`src/rtl/unet_port.sv`:
```
module unet_port #(
  parameter int DW     = 8,
  parameter int TW     = 2,
  parameter int RW     = 4,
  parameter int DEPTH  = 4,
  parameter int SDEPTH = 4
)(
  input  logic          clk,
  input  logic          rst_n,
  input  logic          err_clr,
  input  logic          tbl_we,
  input  logic [TW-1:0] tbl_addr,
  input  logic [RW-1:0] tbl_route,
  input  logic          tbl_user,
  input  logic          snd_valid,
  input  logic [1:0]    snd_net,
  input  logic          snd_priv,
  input  logic          snd_sys,
  input  logic [TW-1:0] snd_tag,
  input  logic [DW-1:0] snd_data,
  output logic [2:0]    out_full,
  output logic [2:0]    out_empty,
  output logic          tx_valid,
  input  logic          tx_ready,
  output logic [1:0]    tx_net,
  output logic          tx_sys,
  output logic [TW-1:0] tx_tag,
  output logic [RW-1:0] tx_route,
  output logic [DW-1:0] tx_data,
  input  logic          rx_valid,
  input  logic [1:0]    rx_net,
  input  logic          rx_sys,
  input  logic [TW-1:0] rx_tag,
  input  logic [DW-1:0] rx_data,
  input  logic          usr_rd,
  input  logic [1:0]    usr_net,
  output logic [TW-1:0] usr_tag,
  output logic [DW-1:0] usr_data,
  output logic [2:0]    in_full,
  output logic [2:0]    in_empty,
  input  logic          sys_rd,
  output logic [1:0]    sys_net,
  output logic [TW-1:0] sys_tag,
  output logic [DW-1:0] sys_data,
  output logic          sys_empty,
  output logic          sys_full,
  output logic          irq,
  output logic          prot_err,
  output logic          snd_ovf,
  output logic          rx_ovf
);
  localparam int NT  = 1 << TW;
  localparam int AW  = $clog2(DEPTH);
  localparam int SAW = $clog2(SDEPTH);
  localparam int OEW = 1 + TW + RW + DW;
  localparam int IEW = TW + DW;
  localparam int SEW = 2 + TW + DW;

  logic [RW-1:0] route_t [NT];
  logic [NT-1:0] user_t;

  always_ff @(posedge clk or negedge rst_n)
    if (!rst_n) begin
      user_t <= '0;
      for (int i = 0; i < NT; i++) route_t[i] <= '0;
    end else if (tbl_we) begin
      route_t[tbl_addr] <= tbl_route;
      user_t[tbl_addr]  <= tbl_user;
    end

  logic snd_live, rx_live, viol, snd_go;
  assign snd_live = snd_valid && snd_net != 2'd3;
  assign rx_live  = rx_valid && rx_net != 2'd3;
  assign viol     = !snd_priv && (snd_sys || !user_t[snd_tag]);
  assign snd_go   = snd_live && !viol;

  logic [2:0] owr, opop, iwr, ird;
  logic [3:0] ofx, ifx;
  logic [OEW-1:0] ohead [4];
  logic [IEW-1:0] ihead [4];
  assign ofx = {1'b0, out_full};
  assign ifx = {1'b0, in_full};
  assign ohead[3] = '0;
  assign ihead[3] = '0;

  for (genvar n = 0; n < 3; n++) begin : g_net
    logic [OEW-1:0] omem [DEPTH];
    logic [IEW-1:0] imem [DEPTH];
    logic [AW-1:0]  owp, orp, iwp, irp;
    logic [AW:0]    ocnt, icnt;

    assign out_full[n]  = ocnt == (AW+1)'(DEPTH);
    assign out_empty[n] = ocnt == '0;
    assign in_full[n]   = icnt == (AW+1)'(DEPTH);
    assign in_empty[n]  = icnt == '0;

    assign owr[n]  = snd_go && snd_net == 2'(n) && !out_full[n];
    assign opop[n] = tx_valid && tx_ready && tx_net == 2'(n);
    assign iwr[n]  = rx_live && !rx_sys && rx_net == 2'(n) && !in_full[n];
    assign ird[n]  = usr_rd && usr_net == 2'(n) && !in_empty[n];

    assign ohead[n] = omem[orp];
    assign ihead[n] = imem[irp];

    always_ff @(posedge clk) begin
      if (owr[n]) omem[owp] <= {snd_sys, snd_tag, route_t[snd_tag], snd_data};
      if (iwr[n]) imem[iwp] <= {rx_tag, rx_data};
    end

    always_ff @(posedge clk or negedge rst_n)
      if (!rst_n) begin
        owp <= '0; orp <= '0; ocnt <= '0;
        iwp <= '0; irp <= '0; icnt <= '0;
      end else begin
        if (owr[n])  owp <= owp + 1'b1;
        if (opop[n]) orp <= orp + 1'b1;
        ocnt <= ocnt + (AW+1)'(owr[n]) - (AW+1)'(opop[n]);
        if (iwr[n])  iwp <= iwp + 1'b1;
        if (ird[n])  irp <= irp + 1'b1;
        icnt <= icnt + (AW+1)'(iwr[n]) - (AW+1)'(ird[n]);
      end
  end

  logic [SEW-1:0] smem [SDEPTH];
  logic [SAW-1:0] swp, srp;
  logic [SAW:0]   scnt;
  logic swr, srd;

  assign sys_full  = scnt == (SAW+1)'(SDEPTH);
  assign sys_empty = scnt == '0;
  assign irq       = !sys_empty;
  assign swr = rx_live && rx_sys && !sys_full;
  assign srd = sys_rd && !sys_empty;
  assign {sys_net, sys_tag, sys_data} = smem[srp];

  always_ff @(posedge clk)
    if (swr) smem[swp] <= {rx_net, rx_tag, rx_data};

  always_ff @(posedge clk or negedge rst_n)
    if (!rst_n) begin
      swp <= '0; srp <= '0; scnt <= '0;
    end else begin
      if (swr) swp <= swp + 1'b1;
      if (srd) srp <= srp + 1'b1;
      scnt <= scnt + (SAW+1)'(swr) - (SAW+1)'(srd);
    end

  assign usr_tag  = ihead[usr_net][IEW-1 -: TW];
  assign usr_data = ihead[usr_net][DW-1:0];

  logic [2:0] req;
  logic       pick1, hold_q;
  logic [1:0] hold_net, arb_net;
  assign req      = ~out_empty;
  assign tx_valid = |req;

  always_comb begin
    arb_net = 2'd0;
    if (req[2])                arb_net = 2'd2;
    else if (req[0] && req[1]) arb_net = pick1 ? 2'd1 : 2'd0;
    else if (req[1])           arb_net = 2'd1;
  end

  assign tx_net = hold_q ? hold_net : arb_net;
  assign {tx_sys, tx_tag, tx_route, tx_data} = ohead[tx_net];

  always_ff @(posedge clk or negedge rst_n)
    if (!rst_n) begin
      pick1 <= 1'b0; hold_q <= 1'b0; hold_net <= 2'd0;
    end else begin
      hold_q   <= tx_valid && !tx_ready;
      hold_net <= tx_net;
      if (tx_valid && tx_ready && tx_net != 2'd2) pick1 <= tx_net == 2'd0;
    end

  always_ff @(posedge clk or negedge rst_n)
    if (!rst_n) begin
      prot_err <= 1'b0; snd_ovf <= 1'b0; rx_ovf <= 1'b0;
    end else begin
      if (err_clr) begin
        prot_err <= 1'b0; snd_ovf <= 1'b0; rx_ovf <= 1'b0;
      end
      if (snd_live && viol) prot_err <= 1'b1;
      if (snd_go && ofx[snd_net]) snd_ovf <= 1'b1;
      if (rx_live && (rx_sys ? sys_full : ifx[rx_net])) rx_ovf <= 1'b1;
    end
endmodule

```
`config.mk`:
```
export PLATFORM = sky130hd
export DESIGN_NAME = unet_port
export DESIGN_NICKNAME = d
export VERILOG_FILES = /design/src/rtl/unet_port.sv
export SDC_FILE = /design/constraint.sdc
export NUM_CORES = 1
export LEC_CHECK = 0
export ABC_CLOCK_PERIOD_IN_PS = 4600
export BUFFER_PORTS_ARGS = -buffer_cell sky130_fd_sc_hd__buf_4
export CAP_MARGIN = 25
export CORE_ASPECT_RATIO = 0.9
export CORE_MARGIN = 3
export CORE_UTILIZATION = 32
export DETAILED_ROUTE_END_ITERATION = 16
export PLACE_DENSITY = 0.54
export SYNTH_ARGS = -nofsm -noshare
export SYNTH_HDL_FRONTEND = slang
export SYNTH_SLANG_ARGS = --single-unit
```
`constraint.sdc`:
```
create_clock -name clk -period 4.6 [get_ports clk]
set_clock_uncertainty 0.1 [all_clocks]
set_input_delay 0.46 -clock clk [delete_from_list [all_inputs] [get_ports clk]]
set_output_delay 0.46 -clock clk [all_outputs]
set_load 0.02 [all_outputs]
```
; ---- Word-level counts from Yosys, hierarchy flattened
; Memories as Yosys holds them, arrays and structs flattened.
; Index checks and enable logic that the tools add are counted.
[totals]
regBits = 76
mem_count = 7
ram_bits = 348
elab_cells = 215
[mem_list]
columns = name, depth, width, rd, rd_clocked_by_memory_dff, write_ports, line_no
row1 = g_net[0].omem, 4, 15, 1, 0, 1, 87  ; logic [OEW-1:0] omem [DEPTH];
row2 = g_net[1].omem, 4, 15, 1, 0, 1, 87
row3 = g_net[2].omem, 4, 15, 1, 0, 1, 87
row4 = smem, 4, 12, 1, 0, 1, 124  ; logic [SEW-1:0] smem [SDEPTH];
row5 = g_net[0].imem, 4, 10, 1, 0, 1, 88  ; logic [IEW-1:0] imem [DEPTH];
row6 = g_net[1].imem, 4, 10, 1, 0, 1, 88
row7 = +1 memories, n/a, n/a, n/a, n/a, n/a, n/a
[classes]
mux = 45
bitwise = 5
order_cmp = 10
n_eq_ne = 18
n_reduce_logical = 70
n_addsub = 28
[ops]
columns = cell, count
row1 = 1-bit logical AND, 38
row2 = 15-bit binary-select mux with 2-bit select, 1
row3 = 15-bit two-way mux, 2
row4 = 2-bit by 1-bit adder with 2-bit output (second input constant), 14
row5 = 1-bit two-way mux, 26
row6 = 3-bit by 1-bit adder with 3-bit output, 7
row7 = 3-bit == test (second input constant), 7
row8 = 3-bit logical NOT, 7
row9 = 3-bit by 1-bit subtractor with 3-bit output, 7
row10 = 10-bit binary-select mux with 2-bit select, 1
row11 = 10-bit two-way mux, 2
row12 = 16-bit bitwise mux, 1
row13 = 1-bit logical NOT, 16
row14 = 3-bit greater-or-equal comparator (second input constant), 4
row15 = 2-bit by 3-bit less-than comparator with 1-bit output (second input constant), 4
row16 = 4-bit two-way mux, 3
row17 = 2-bit inverter with 3-bit output, 4
row18 = 4-bit binary-select mux with 2-bit select, 1
row19 = 4-bit demux with 2-bit select, 1
row20 = 2-bit by 1-bit == test with 1-bit output (second input constant), 4
row21 = 2-bit == test (second input constant), 4
row22 = 2-bit logical NOT, 4
row23 = 1-bit binary-select mux with 2-bit select, 3
row24 = 2-bit inequality test (second input constant), 3
row25 = other kinds (9), 12

; ---- Depth between registers and ports, before layout
; Gate-level depths: netlist of run 1.
[logic_depth]
depth_word = 11
depth_mapped = 11
mapped_depth_nobuf = 11

; ---- Least setup slack after synthesis of run 1
; No wires, ideal clock.
[synth_path]
kind = flip-flop to flip-flop
from = register g_net[1].ocnt[1]
to = register g_net[2].ocnt[2]
arrival_ps = 2611
path_buffers = 0
path_slack_ps = 1763
period_less_slack_ps = 2837
stages_incl_launch_ff = 12
cell_sequence = dfrtp_1 > or3_1 > inv_1 > a21boi_0 > o211a_1 > ha_1 > inv_1 > ha_1 > inv_1 > fa_1 > xnor2_1 > xnor2_1
[synth_via]
elab_chain_cells = 9
[synth_lines]
columns = element, line_no
row1 = from (decl), 90  ; logic [AW:0] ocnt, icnt;
row2 = from (signal assigned), 117  ; ocnt <= ocnt + (AW+1)'(owr[n]) - (AW+1)'(opop[n]);
row3 = 3-bit logical NOT *, 93  ; assign out_empty[n] = ocnt == '0;
row4 = net out_empty[1], 22  ; output logic [2:0] out_empty,
row5 = 3-bit inverter *, 154  ; assign req = ~out_empty;
row6 = 1-bit two-way mux or 1-bit logical AND (tied branches), "161, 160"
row7 = 1-bit two-way mux, 160  ; else if (req[0] && req[1]) arb_net = pick1 ? 2'd1 : 2'd0;
row8 = 2-bit two-way mux, 159  ; if (req[2]) arb_net = 2'd2;
row9 = 2-bit two-way mux, 164  ; assign tx_net = hold_q ? hold_net : arb_net;
row10 = 2-bit == test, 98  ; assign opop[n] = tx_valid && tx_ready && tx_net == 2'(n);
row11 = 1-bit logical AND *, 98
row12 = net opop[2], 77  ; logic [2:0] owr, opop, iwr, ird;
row13 = 3-bit by 1-bit subtractor with 3-bit output *, 117
row14 = to (signal assigned), 117
row15 = to (decl), 90
; Mark *: on every way through the listed nets, which the timed path passes. The rest lies on a longest branch.
; A chain may end at the register's enable or synchronous reset.

; ---- Worst setup path in the final report of run 1
[layout_path]
from = register g_net[2].ocnt[1]
to = output port tx_route[1]
[layout_via]
elab_chain_cells = 8
[layout_lines]
columns = element, line_no
row1 = 3-bit logical NOT, 93
row2 = 3-bit inverter, 154
row3 = 2-bit two-way mux, 159
row4 = 2-bit two-way mux, 164
row5 = 2-bit inverter with 3-bit output (not written as such), 165  ; assign {tx_sys, tx_tag, tx_route, tx_data} = ohead[tx_net];
row6 = 15-bit binary-select mux with 2-bit select, 165
row7 = 15-bit two-way mux (not written as such) (2 in a row), 165
row8 = to (decl), 28  ; output logic [RW-1:0] tx_route,
; No other way between the ends. The select of a mux whose other input is x is not followed.

==> impl_results.rst, run 1 <==
.. list-table::
   :header-rows: 1

   * - Metric
     - Value
   * - Avg Vias per Cell
     - 4.90
   * - Routed length on met2
     - 17700 microns
   * - Post-layout minimum cycle time
     - 3.65 ns
   * - Worst reg2reg startpoint
     - g_net[2].ocnt[1]$_DFF_PN0_
   * - Min-delay worst type
     - input port to flip-flop
   * - Biggest fanout along the worst timing path
     - 20
   * - Data arrival time of the critical path
     - 3.09 ns
   * - FF/Latch Area
     - 12400 sq um
   * - Synth warn
     - 0
   * - Post-route setup slack
     - 0.950 ns
   * - Worst slew margin relative to its limit
     - 29.7%
   * - Critical Setup Path Class
     - flip-flop to output pin
   * - Highest routed metal layer
     - met4
   * - Layout cells sized above 1
     - 28.3%
   * - Post-route non-filler standard cell count
     - 1784
   * - X dimension of the die
     - 252 microns
   * - Number of enable-type register cells in the synthesized netlist
     - 348
   * - Number of buffers inserted during clock tree synthesis
     - 47
   * - Unique cell type count in the Yosys netlist
     - 57
   * - Most frequently used cell type in the post-synthesis netlist
     - sky130_fd_sc_hd__edfxtp_1
   * - DRC
     - 0
   * - Power density over the cells
     - 592 nW/um^2
   * - Fraction of synthesis flops using an asynchronous set or reset pin
     - 17.9%
   * - Synthesized instance count
     - 921
   * - Setup slack on the worst flop-to-flop path
     - 1.57 ns
   * - Placed cell areas
     - 19000 sq um
   * - Total length of routed met3 wires
     - 1800 microns
   * - Top area cells in the synthesized netlist
     - sky130_fd_sc_hd__edfxtp_1, sky130_fd_sc_hd__mux4_2, sky130_fd_sc_hd__dfrtp_1
   * - Worst flop-to-flop path endpoint
     - g_net[1].ocnt[2]$_DFF_PN0_
   * - Initial cell density of the core
     - 32.6%
   * - Register clock-pin slew on the reported worst setup and hold paths
     - 0.06 ns
   * - # Post-CTS Setup Buffers
     - 0
   * - Crit path cell chain
     - or4_4 > nand2_1 > buf_4 > o211ai_1 > nand3_1 > buf_4
   * - Critical hold path startpoint
     - rx_net[1]
   * - Core footprint
     - 53600 sq um
   * - Per-instance average area after synthesis
     - 19.0 sq um
   * - Highest ir drop seen on vdd
     - 0.286 mV
   * - Seq/Total Area, Yosys
     - 70.7%
   * - Maximum Capacitance Violations
     - 0
   * - # setup viols final
     - 0
   * - Hold-critical path endpoint
     - smem[3][11]$_DFFE_PP_
   * - Overflow left after global routing
     - 0
   * - Number of antenna diodes
     - 0
   * - Vertical die dimension
     - 228 microns
   * - Clk buf depth
     - 3
   * - Fraction of post-synthesis cell area in the top cell type by area
     - 59.8%
   * - Post-synth top area cell
     - sky130_fd_sc_hd__edfxtp_1
   * - Clock sink total
     - 424
   * - Routed metal-1 wire length
     - 18900 microns
   * - GRT Util Overall
     - 13.8%
   * - # IOs
     - 103
   * - Iter 0 DRT Violations
     - 486
   * - Post-synthesis net count
     - 1015
   * - Maximum clock rate
     - 274 MHz
   * - Startpoint Class
     - flip-flop
   * - Footprint of the multi-input gates
     - 4710 sq um
   * - Cells after DPL
     - 1692
   * - Die Outline Area
     - 57500 sq um
   * - Port Buf Inserts
     - 102
   * - Setup repair after global routing missed its margin
     - no
   * - FILL cells
     - 4852
   * - Number of cells on the worst hold path
     - 1
   * - Most common library cells after synthesis
     - sky130_fd_sc_hd__edfxtp_1, sky130_fd_sc_hd__mux4_2, sky130_fd_sc_hd__dfrtp_1
   * - Cell area after synthesis
     - 17500 sq um
   * - Initial DRT Pass Iterations
     - 5
   * - Routability Congestion
     - 0.721
   * - Final Cell Area
     - 20700 sq um
   * - Worst setup EP type
     - output pin
   * - Result of the run
     - complete, no violations
   * - Required time at the worst-slack endpoint
     - 4.04 ns
   * - Final clock period utilization by the worst path
     - 79.3%
   * - Measured slew at the worst slew-check pin
     - 1.05 ns
   * - Max-slew violation total from the final report
     - 0
   * - Final net count
     - 1143
   * - Total negative setup slack
     - 0 ns
   * - Synthesis-stage register bit count
     - 424
   * - Main flop type after synthesis
     - sky130_fd_sc_hd__edfxtp_1
   * - Maximum number of pins on one net before global-route repair
     - 56
   * - Util after Layout
     - 38.6%
   * - DRT Wirelength
     - 39200 microns
   * - # resized after CTS
     - 0
   * - Crit path max-delay cell type
     - sky130_fd_sc_hd__or4_4
   * - Number of endpoints with negative hold slack in the final report
     - 0
   * - Worst Reg-to-Reg Cells
     - 8
   * - Clock network latency to the later pin of the worst-skew pair
     - 0.57 ns
   * - Layout area overhead
     - 18.3%
   * - Detail-routed net length per standard cell
     - 22.0 microns
   * - CTS tree
     - done
   * - ANT nets after route
     - 0
   * - Overall via count from detail_route
     - 8740
   * - Number of antenna violations at the first check in global routing
     - 2
   * - Number of global-route vias before repair
     - 9293
   * - Final HPWL DP
     - 25400 microns
   * - Root Buffer Master
     - sky130_fd_sc_hd__clkbuf_16
   * - CTS H-tree depth
     - 2
   * - FP Rows
     - 80
   * - Max incr delay on CP
     - 0.74 ns
   * - Post-Place Worst Slack
     - 1.52 ns
   * - Crit path top cell by count
     - sky130_fd_sc_hd__buf_4
   * - Leakage
     - 7.37 nW
   * - First-pass GRT wire length
     - 59900 microns
-- metal layers --
layer	vias to the layer above	track usage [%]
met1	4598	20.5
met2	212	21.0
met4	0	4.00
met3	43	2.51
li1	3887	-
met5	-	0
-- critical path: cells and delay by family (launching register included) --
family                 cells  cell delay (ns)
DFF                        1             0.44
buffers and inverters      2             0.50
and+or+nand+nor            3             1.44
AOI/OAI and AO/OA          1             0.12
-- cell usage in the layout (no fill, tap or decap), types with 11 or more instances in the layout --
cell,synthesis,layout
sky130_fd_sc_hd__inv_1,64,64
sky130_fd_sc_hd__clkbuf_16,0,48
sky130_fd_sc_hd__mux2i_1,14,14
sky130_fd_sc_hd__nand4_1,30,30
sky130_fd_sc_hd__mux4_2,87,87
sky130_fd_sc_hd__buf_4,1,114
sky130_fd_sc_hd__xor2_1,12,12
sky130_fd_sc_hd__xnor2_1,23,23
sky130_fd_sc_hd__dfrtp_1,76,76
sky130_fd_sc_hd__edfxtp_1,348,348
sky130_fd_sc_hd__o22ai_1,11,11
sky130_fd_sc_hd__and2_1,26,26
sky130_fd_sc_hd__nand3_1,17,17
sky130_fd_sc_hd__o211ai_1,17,17
sky130_fd_sc_hd__ha_1,42,42
sky130_fd_sc_hd__mux2_2,23,23
sky130_fd_sc_hd__nand2_1,13,13
-- flip-flops by register name, indices dropped and copies added, names as in the netlist, 2 cells and up --
register and cells:
hold_net 2, g_net.owp 6, g_net.omem 180, g_net.irp 6
scnt 3, g_net.ocnt 9, user_t 4, route_t 16
swp 2, g_net.imem 120, g_net.icnt 9, g_net.orp 6
smem 48, srp 2, g_net.iwp 6
-- per-stage QoR --
stage,power (mW),hold WS (ns)
after floorplan,7.30,0.0644
after global placement,8.51,0.291
after detailed placement,8.55,0.292
after CTS,12.4,0.00655
after global routing,12.9,0.0287
final,12.2,0.0530
-- worst max-delay path by stage --
| stage | startpoint | to | slack (ns) | depth (start not counted) |
|---|---|---|---|---|
| finish | g_net[2].ocnt[1]$_DFF_PN0_ | tx_route[1] | 0.95 | 6 |
| global route | g_net[2].ocnt[1]$_DFF_PN0_ | tx_route[1] | 0.81 | 6 |
| CTS | g_net[2].ocnt[1]$_DFF_PN0_ | tx_route[1] | 0.94 | 6 |
| detailed placement | snd_tag[1] | g_net[2].omem[2][4]$_DFFE_PP_ | 1.52 | 5 |
| global placement | snd_tag[1] | g_net[2].omem[0][4]$_DFFE_PP_ | 1.55 | 5 |
| floorplan | g_net[1].ocnt[1]$_DFF_PN0_ | g_net[2].ocnt[2]$_DFF_PN0_ | 1.76 | 11 |
-- report_power, final --
part	total (mW)	internal [mW]	leakage, nW	switching, mW
clock	3.82	2.28	0.769	1.54
sequential	5.21	4.60	4.03	0.610
combinational	3.20	1.59	2.56	1.61
-- logic make-up (layout without fill, tap and decap cells) --
family / count (synthesis) / in the layout / share of synthesized area (%)
buffers and inverters: 104 / 270 / 2.40
AOI/OAI and AO/OA: 52 / 52 / 2.32
muxes: 130 / 130 / 14.3
DFF: 424 / 424 / 70.7
and+or+nand+nor: 127 / 127 / 4.71
xor gates and xnor gates: 35 / 35 / 1.75
adders and majority gates: 49 / 49 / 3.81
-- final cells by class --
type                            instances  area share [%]
Sequential cell                       424            59.8
Clock buffer                           62            6.26
Clock inverter                         25            1.44
Timing Repair Buffer                  119            4.39
Inverter                               64            1.16
Multi-Input combinational cell        393            22.8
Tap cell                              697            4.22
-- what timing repair did --
item,4_1_cts,5_1_grt
hold endpoints to repair,23,0
hold buffers,3,0
setup endpoints to repair,0,0
No activity file was read; power rests on OpenSTA's default activity.
==> run 2, diff against run 1 <==
ABC_CLOCK_PERIOD_IN_PS = 3500   (was 4600)
clock period = 3.5 ns   (was 4.6 ns; I/O delays follow)
==> impl_results.rst, run 2 (same netlist as run 1, synthesis figures left out) <==
.. list-table::
   :header-rows: 1

   * - Metric
     - Value
   * - Regs by FF count
     - g_net.omem (180), g_net.imem (120), smem (48)
   * - Data arrival time of the critical path
     - 2.88 ns
   * - Number of endpoints with negative hold slack in the final report
     - 0
   * - Maximum Capacitance Violations
     - 0
   * - Biggest fanout along the worst timing path
     - 22
   * - Required time at the worst-slack endpoint
     - 3.05 ns
   * - Crit path top cell by count
     - sky130_fd_sc_hd__buf_4
   * - Layout cells sized above 1
     - 28.8%
   * - DRT Wirelength
     - 39300 microns
   * - Clock sink total
     - 424
   * - Max incr delay on CP
     - 0.73 ns
   * - Most frequent standard cell in the layout excluding fill and tap cells
     - sky130_fd_sc_hd__edfxtp_1
   * - Number of antenna violations at the first check in global routing
     - 0
   * - Total negative setup slack
     - 0 ns
   * - Register clock-pin slew on the reported worst setup and hold paths
     - 0.06 ns
   * - Setup repair after global routing missed its margin
     - no
   * - Initial cell density of the core
     - 32.6%
   * - Met1 track utilization from global routing
     - 21.0%
   * - Final net count
     - 1173
   * - # IOs
     - 103
   * - Buffering stage count on the worst path with inverters included
     - 2
   * - Maximum number of pins on one net before global-route repair
     - 47
   * - Clock network latency to the later pin of the worst-skew pair
     - 0.57 ns
   * - Min-delay worst type
     - input port to flip-flop
   * - Iter 0 DRT Violations
     - 620
   * - Result of the run
     - complete, no violations
   * - Overflow left after global routing
     - 0
   * - GR Util met2
     - 20.1%
   * - Die Outline Area
     - 57500 sq um
   * - FP Rows
     - 80
   * - Leakage
     - 7.49 nW
   * - DRC
     - 0
   * - Largest delay share family, worst path
     - simple AND/OR/NAND/NOR gates
   * - Crit path max-delay cell type
     - sky130_fd_sc_hd__or4_4
   * - # Post-CTS Setup Buffers
     - 0
   * - Clk buf depth
     - 3
   * - CP startpoint
     - g_net[2].ocnt[1]$_DFF_PN0_
   * - Worst setup EP type
     - output pin
   * - Root Buffer Master
     - sky130_fd_sc_hd__clkbuf_16
   * - # resized after CTS
     - 0
   * - Util after Layout
     - 39.0%
   * - Final clock period utilization by the worst path
     - 95.2%
   * - Met3 track demand over resource in global routing
     - 2.48%
   * - Flip-flop count of the largest register after layout
     - 180
   * - Highest ir drop seen on vdd
     - 0.404 mV
   * - Largest register by flop count
     - g_net.omem
   * - # setup viols final
     - 0
   * - Detail-routed net length per standard cell
     - 21.6 microns
   * - FILL cells
     - 4806
   * - Number of buffers inserted during clock tree synthesis
     - 45
   * - Power density over the cells
     - 759 nW/um^2
   * - Routability Congestion
     - 0.733
   * - Setup slack on the worst flop-to-flop path
     - 0.60 ns
   * - Worst reg2reg startpoint
     - g_net[1].ocnt[1]$_DFF_PN0_
   * - Port Buf Inserts
     - 102
   * - GRT Util Overall
     - 13.7%
   * - Max-slew violation total from the final report
     - 0
   * - Maximum clock rate
     - 300 MHz
   * - Critical hold path startpoint
     - rx_data[7]
   * - Overall via count from detail_route
     - 8796
   * - Number of global-route vias before repair
     - 9053
   * - Commonest cells after routing, fill and taps aside
     - sky130_fd_sc_hd__edfxtp_1, sky130_fd_sc_hd__buf_4, sky130_fd_sc_hd__mux4_2, sky130_fd_sc_hd__dfrtp_1, sky130_fd_sc_hd__inv_1
   * - Worst slew margin relative to its limit
     - 34.2%
   * - Avg Vias per Cell
     - 4.85
   * - Vertical die dimension
     - 228 microns
   * - X dimension of the die
     - 252 microns
   * - CTS H-tree depth
     - 2
   * - Core footprint
     - 53600 sq um
   * - Global-route layer with the greatest usage
     - met1
   * - Crit path cell chain
     - or4_4 > nand2_1 > buf_4 > o211ai_1 > nand3_1 > buf_4
   * - Layout area overhead
     - 19.6%
   * - ANT nets after route
     - 0
   * - Measured slew at the worst slew-check pin
     - 0.985 ns
   * - Startpoint Class
     - flip-flop
   * - Critical Setup Path Class
     - flip-flop to output pin
   * - Final HPWL DP
     - 25400 microns
   * - Initial DRT Pass Iterations
     - 5
   * - Post-layout minimum cycle time
     - 3.33 ns
   * - First-pass GRT wire length
     - 59200 microns
   * - CTS tree
     - done
run 2: cell count changes in the layout (fill, tap and decap cells not counted), sizes merged, moves of 2 or more:
| cell | delta |
|---|---|
| buf | +15 |
| bufinv | -2 |
| inv | -3 |
| diode | +3 |
| dlygate4sd3 | +18 |
| clkinvlp | -2 |
run 2: final timing paths:
| check | endpoint | cells past startpoint |
|---|---|---|
| worst min-delay path | smem[1][7]$_DFFE_PP_ | 1 |
| max in group asynchronous | g_net[1].owp[0]$_DFFE_PN0P_ | 3 |
| worst min register to register | route_t[11]$_DFFE_PN0P_ | 1 |
| worst max-delay path | tx_sys | 6 |
| worst max register to register | g_net[2].ocnt[2]$_DFF_PN0_ | 11 |
| min in group asynchronous | prot_err$_DFFE_PN0P_ | 2 |
run 2: what timing repair did:
action                                 in CTS  in global routing
endpoints found under the hold margin     212                  0
hold buffers                               21                  0
setup endpoints to repair                   0                  0
run 2: cell type report:
| class | count | area [sq um] | area share, % |
|---|---|---|---|
| antenna | 3 | 7.51 | 0.0359 |
| clock buffer | 64 | 1270 | 6.06 |
| clock inverter | 19 | 211 | 1.01 |
| inverter | 64 | 240 | 1.15 |
| multi-input combinational | 393 | 4710 | 22.5 |
| sequential | 424 | 12400 | 59.1 |
| tap | 697 | 872 | 4.17 |
| timing repair buffer | 151 | 1240 | 5.95 |
run 2: power breakdown:
part / internal (mW) / switching [mW]
Combinational: 2.15 / 2.22
Sequential: 6.05 / 0.709
Clock: 2.76 / 1.98
Total: 11.0 / 4.90
run 2: metal layers:
layer | vias to the layer above | wire length [microns]
met1 | 4565 | 18800
met5 | - | 0
li1 | 3958 | -
met4 | 0 | 777
met2 | 223 | 17500
met3 | 50 | 2150
run 2: through the flow:
| step | total power, mW | hold WS (ns) | setup WS (ns) | instance area [sq um] | instances |
|---|---|---|---|---|---|
| after CTS | 16.1 | 0.00333 | 0.130 | 20900 | 1812 |
| after detailed placement | 11.3 | 0.259 | 0.607 | 19200 | 1708 |
| final | 15.9 | 0.0363 | 0.169 | 20900 | 1815 |
| after global placement | 11.3 | 0.380 | 0.666 | 19200 | 1707 |
| after floorplan | 9.60 | -0.0456 | 0.663 | 17500 | 921 |
| after global routing | 16.7 | 0.0166 | 0.0218 | 20900 | 1812 |
==> run 3, diff against run 2 <==
REMOVE_ABC_BUFFERS = 1   (was default)
==> impl_results.rst, run 3 (same netlist as run 1, synthesis figures left out) <==
.. list-table::
   :header-rows: 1

   * - Metric
     - Value
   * - # IOs
     - 103
   * - Worst setup EP type
     - output pin
   * - Crit path top cell by count
     - sky130_fd_sc_hd__buf_4
   * - Final Cell Area
     - 20900 sq um
   * - Maximum number of pins on one net before global-route repair
     - 50
   * - Number of endpoints with negative hold slack in the final report
     - 0
   * - Power density over the cells
     - 763 nW/um^2
   * - Die Outline Area
     - 57500 sq um
   * - Regs by FF count
     - g_net.omem (180), g_net.imem (120), smem (48)
   * - GRT Util Overall
     - 13.7%
   * - Most frequent standard cell in the layout excluding fill and tap cells
     - sky130_fd_sc_hd__edfxtp_1
   * - First-pass GRT wire length
     - 59500 microns
   * - Max incr delay on CP
     - 0.72 ns
   * - Final net count
     - 1178
   * - Maximum clock rate
     - 313 MHz
   * - # Post-CTS Setup Buffers
     - 0
   * - Crit path max-delay cell type
     - sky130_fd_sc_hd__or4_4
   * - Total negative setup slack
     - 0 ns
   * - # setup viols final
     - 0
   * - Overflow left after global routing
     - 0
   * - Setup repair after global routing missed its margin
     - no
   * - CTS tree
     - done
   * - Measured slew at the worst slew-check pin
     - 0.862 ns
   * - Worst slew margin relative to its limit
     - 42.4%
   * - Final clock period utilization by the worst path
     - 91.4%
   * - Required time at the worst-slack endpoint
     - 3.05 ns
   * - Root Buffer Master
     - sky130_fd_sc_hd__clkbuf_16
   * - Maximum Capacitance Violations
     - 0
   * - CTS H-tree depth
     - 2
   * - Initial DRT Pass Iterations
     - 4
   * - Highest ir drop seen on vdd
     - 0.478 mV
   * - Total power
     - 16.0 mW
   * - Number of antenna violations at the first check in global routing
     - 1
   * - Critical hold path startpoint
     - rx_tag[0]
   * - Largest delay share family, worst path
     - simple AND/OR/NAND/NOR gates
   * - Startpoint Class
     - flip-flop
   * - Routability Congestion
     - 0.772
   * - Vertical die dimension
     - 228 microns
   * - X dimension of the die
     - 252 microns
   * - Leakage
     - 7.49 nW
   * - Clock sink total
     - 424
   * - CP startpoint
     - g_net[2].ocnt[1]$_DFF_PN0_
   * - Post-layout minimum cycle time
     - 3.20 ns
   * - Clk buf depth
     - 3
   * - Buffering stage count on the worst path with inverters included
     - 2
   * - Register clock-pin slew on the reported worst setup and hold paths
     - 0.06 ns
   * - Min-delay worst type
     - input port to flip-flop
   * - Commonest cells after routing, fill and taps aside
     - sky130_fd_sc_hd__edfxtp_1, sky130_fd_sc_hd__buf_4, sky130_fd_sc_hd__mux4_2, sky130_fd_sc_hd__dfrtp_1, sky130_fd_sc_hd__inv_1
   * - Worst reg2reg startpoint
     - g_net[1].ocnt[1]$_DFF_PN0_
   * - FP Rows
     - 80
   * - Post-route setup slack
     - 0.302 ns
   * - Final HPWL DP
     - 25700 microns
   * - Layout area overhead
     - 19.6%
   * - Iter 0 DRT Violations
     - 474
   * - DRT Wirelength
     - 38800 microns
   * - Critical Setup Path Class
     - flip-flop to output pin
   * - Post-Place Worst Slack
     - 0.593 ns
   * - Core footprint
     - 53600 sq um
   * - Biggest fanout along the worst timing path
     - 20
   * - Max-slew violation total from the final report
     - 0
   * - Worst hold slack
     - 0.0317 ns
   * - Flip-flop count of the largest register after layout
     - 180
   * - Number of global-route vias before repair
     - 9242
   * - Clock network latency to the later pin of the worst-skew pair
     - 0.58 ns
   * - Placed cell areas
     - 19200 sq um
   * - Layout cells sized above 1
     - 28.6%
   * - Data arrival time of the critical path
     - 2.75 ns
   * - Largest register by flop count
     - g_net.omem
   * - Overall via count from detail_route
     - 8706
   * - Detail-routed net length per standard cell
     - 21.4 microns
   * - Number of buffers inserted during clock tree synthesis
     - 46
   * - Initial cell density of the core
     - 32.6%
   * - Result of the run
     - complete, no violations
   * - DRC
     - 0
   * - ANT nets after route
     - 0
   * - Avg Vias per Cell
     - 4.80
   * - Crit path cell chain
     - or4_4 > a211oi_4 > buf_4 > o211ai_1 > nand3_1 > buf_4
   * - Port Buf Inserts
     - 102
-- run 3: worst paths after layout --
check,end,cells past startpoint,slack (ns)
worst max-delay path,tx_tag[0],6,0.30
max in group asynchronous,g_net[0].icnt[2]$_DFF_PN0_,3,2.22
worst min register to register,rx_ovf$_DFFE_PN0P_,1,0.40
worst min-delay path,smem[0][8]$_DFFE_PP_,1,0.03
worst max register to register,g_net[2].ocnt[2]$_DFF_PN0_,11,0.57
min in group asynchronous,user_t[3]$_DFFE_PN0P_,2,0.28
-- run 3: layout make-up --
| class | instances | area (sq um) |
|---|---|---|
| Antenna cell | 1 | 2.50 |
| Sequential cell | 424 | 12400 |
| Tap cell | 697 | 872 |
| Timing Repair Buffer | 155 | 1220 |
| Multi-Input combinational cell | 393 | 4710 |
| Clock inverter | 24 | 293 |
| Inverter | 64 | 240 |
| Fill cell | 4902 | 32600 |
| Clock buffer | 57 | 1210 |
-- run 3: metal layers --
| metal | up-vias | track usage [%] | part of all wire (%) |
|---|---|---|---|
| li1 | 3953 | - | - |
| met2 | 191 | 21.3 | 47 |
| met5 | - | 0 | 0 |
| met4 | 0 | 3.87 | 2.1 |
| met1 | 4517 | 19.2 | 45 |
| met3 | 45 | 3.41 | 5.7 |
-- run 3: where the power goes --
part / internal (mW) / total (mW) / switching (mW)
registers: 6.05 / 6.72 / 0.678
logic: 2.13 / 4.39 / 2.26
clock network: 2.85 / 4.85 / 2.00
-- run 3: what timing repair did --
item                       CTS  global route
setup endpoints to repair    0             8
resized for setup            0             1
hold buffers                24             0
hold endpoints to repair   278             0
-- run 3: metrics by stage --
| step | util, % | cells |
|---|---|---|
| after global placement | 35.8 | 1709 |
| after global routing | 39.0 | 1815 |
| after detailed placement | 35.8 | 1709 |
| after CTS | 39.0 | 1814 |
| final | 39.0 | 1815 |
| after floorplan | - | 881 |
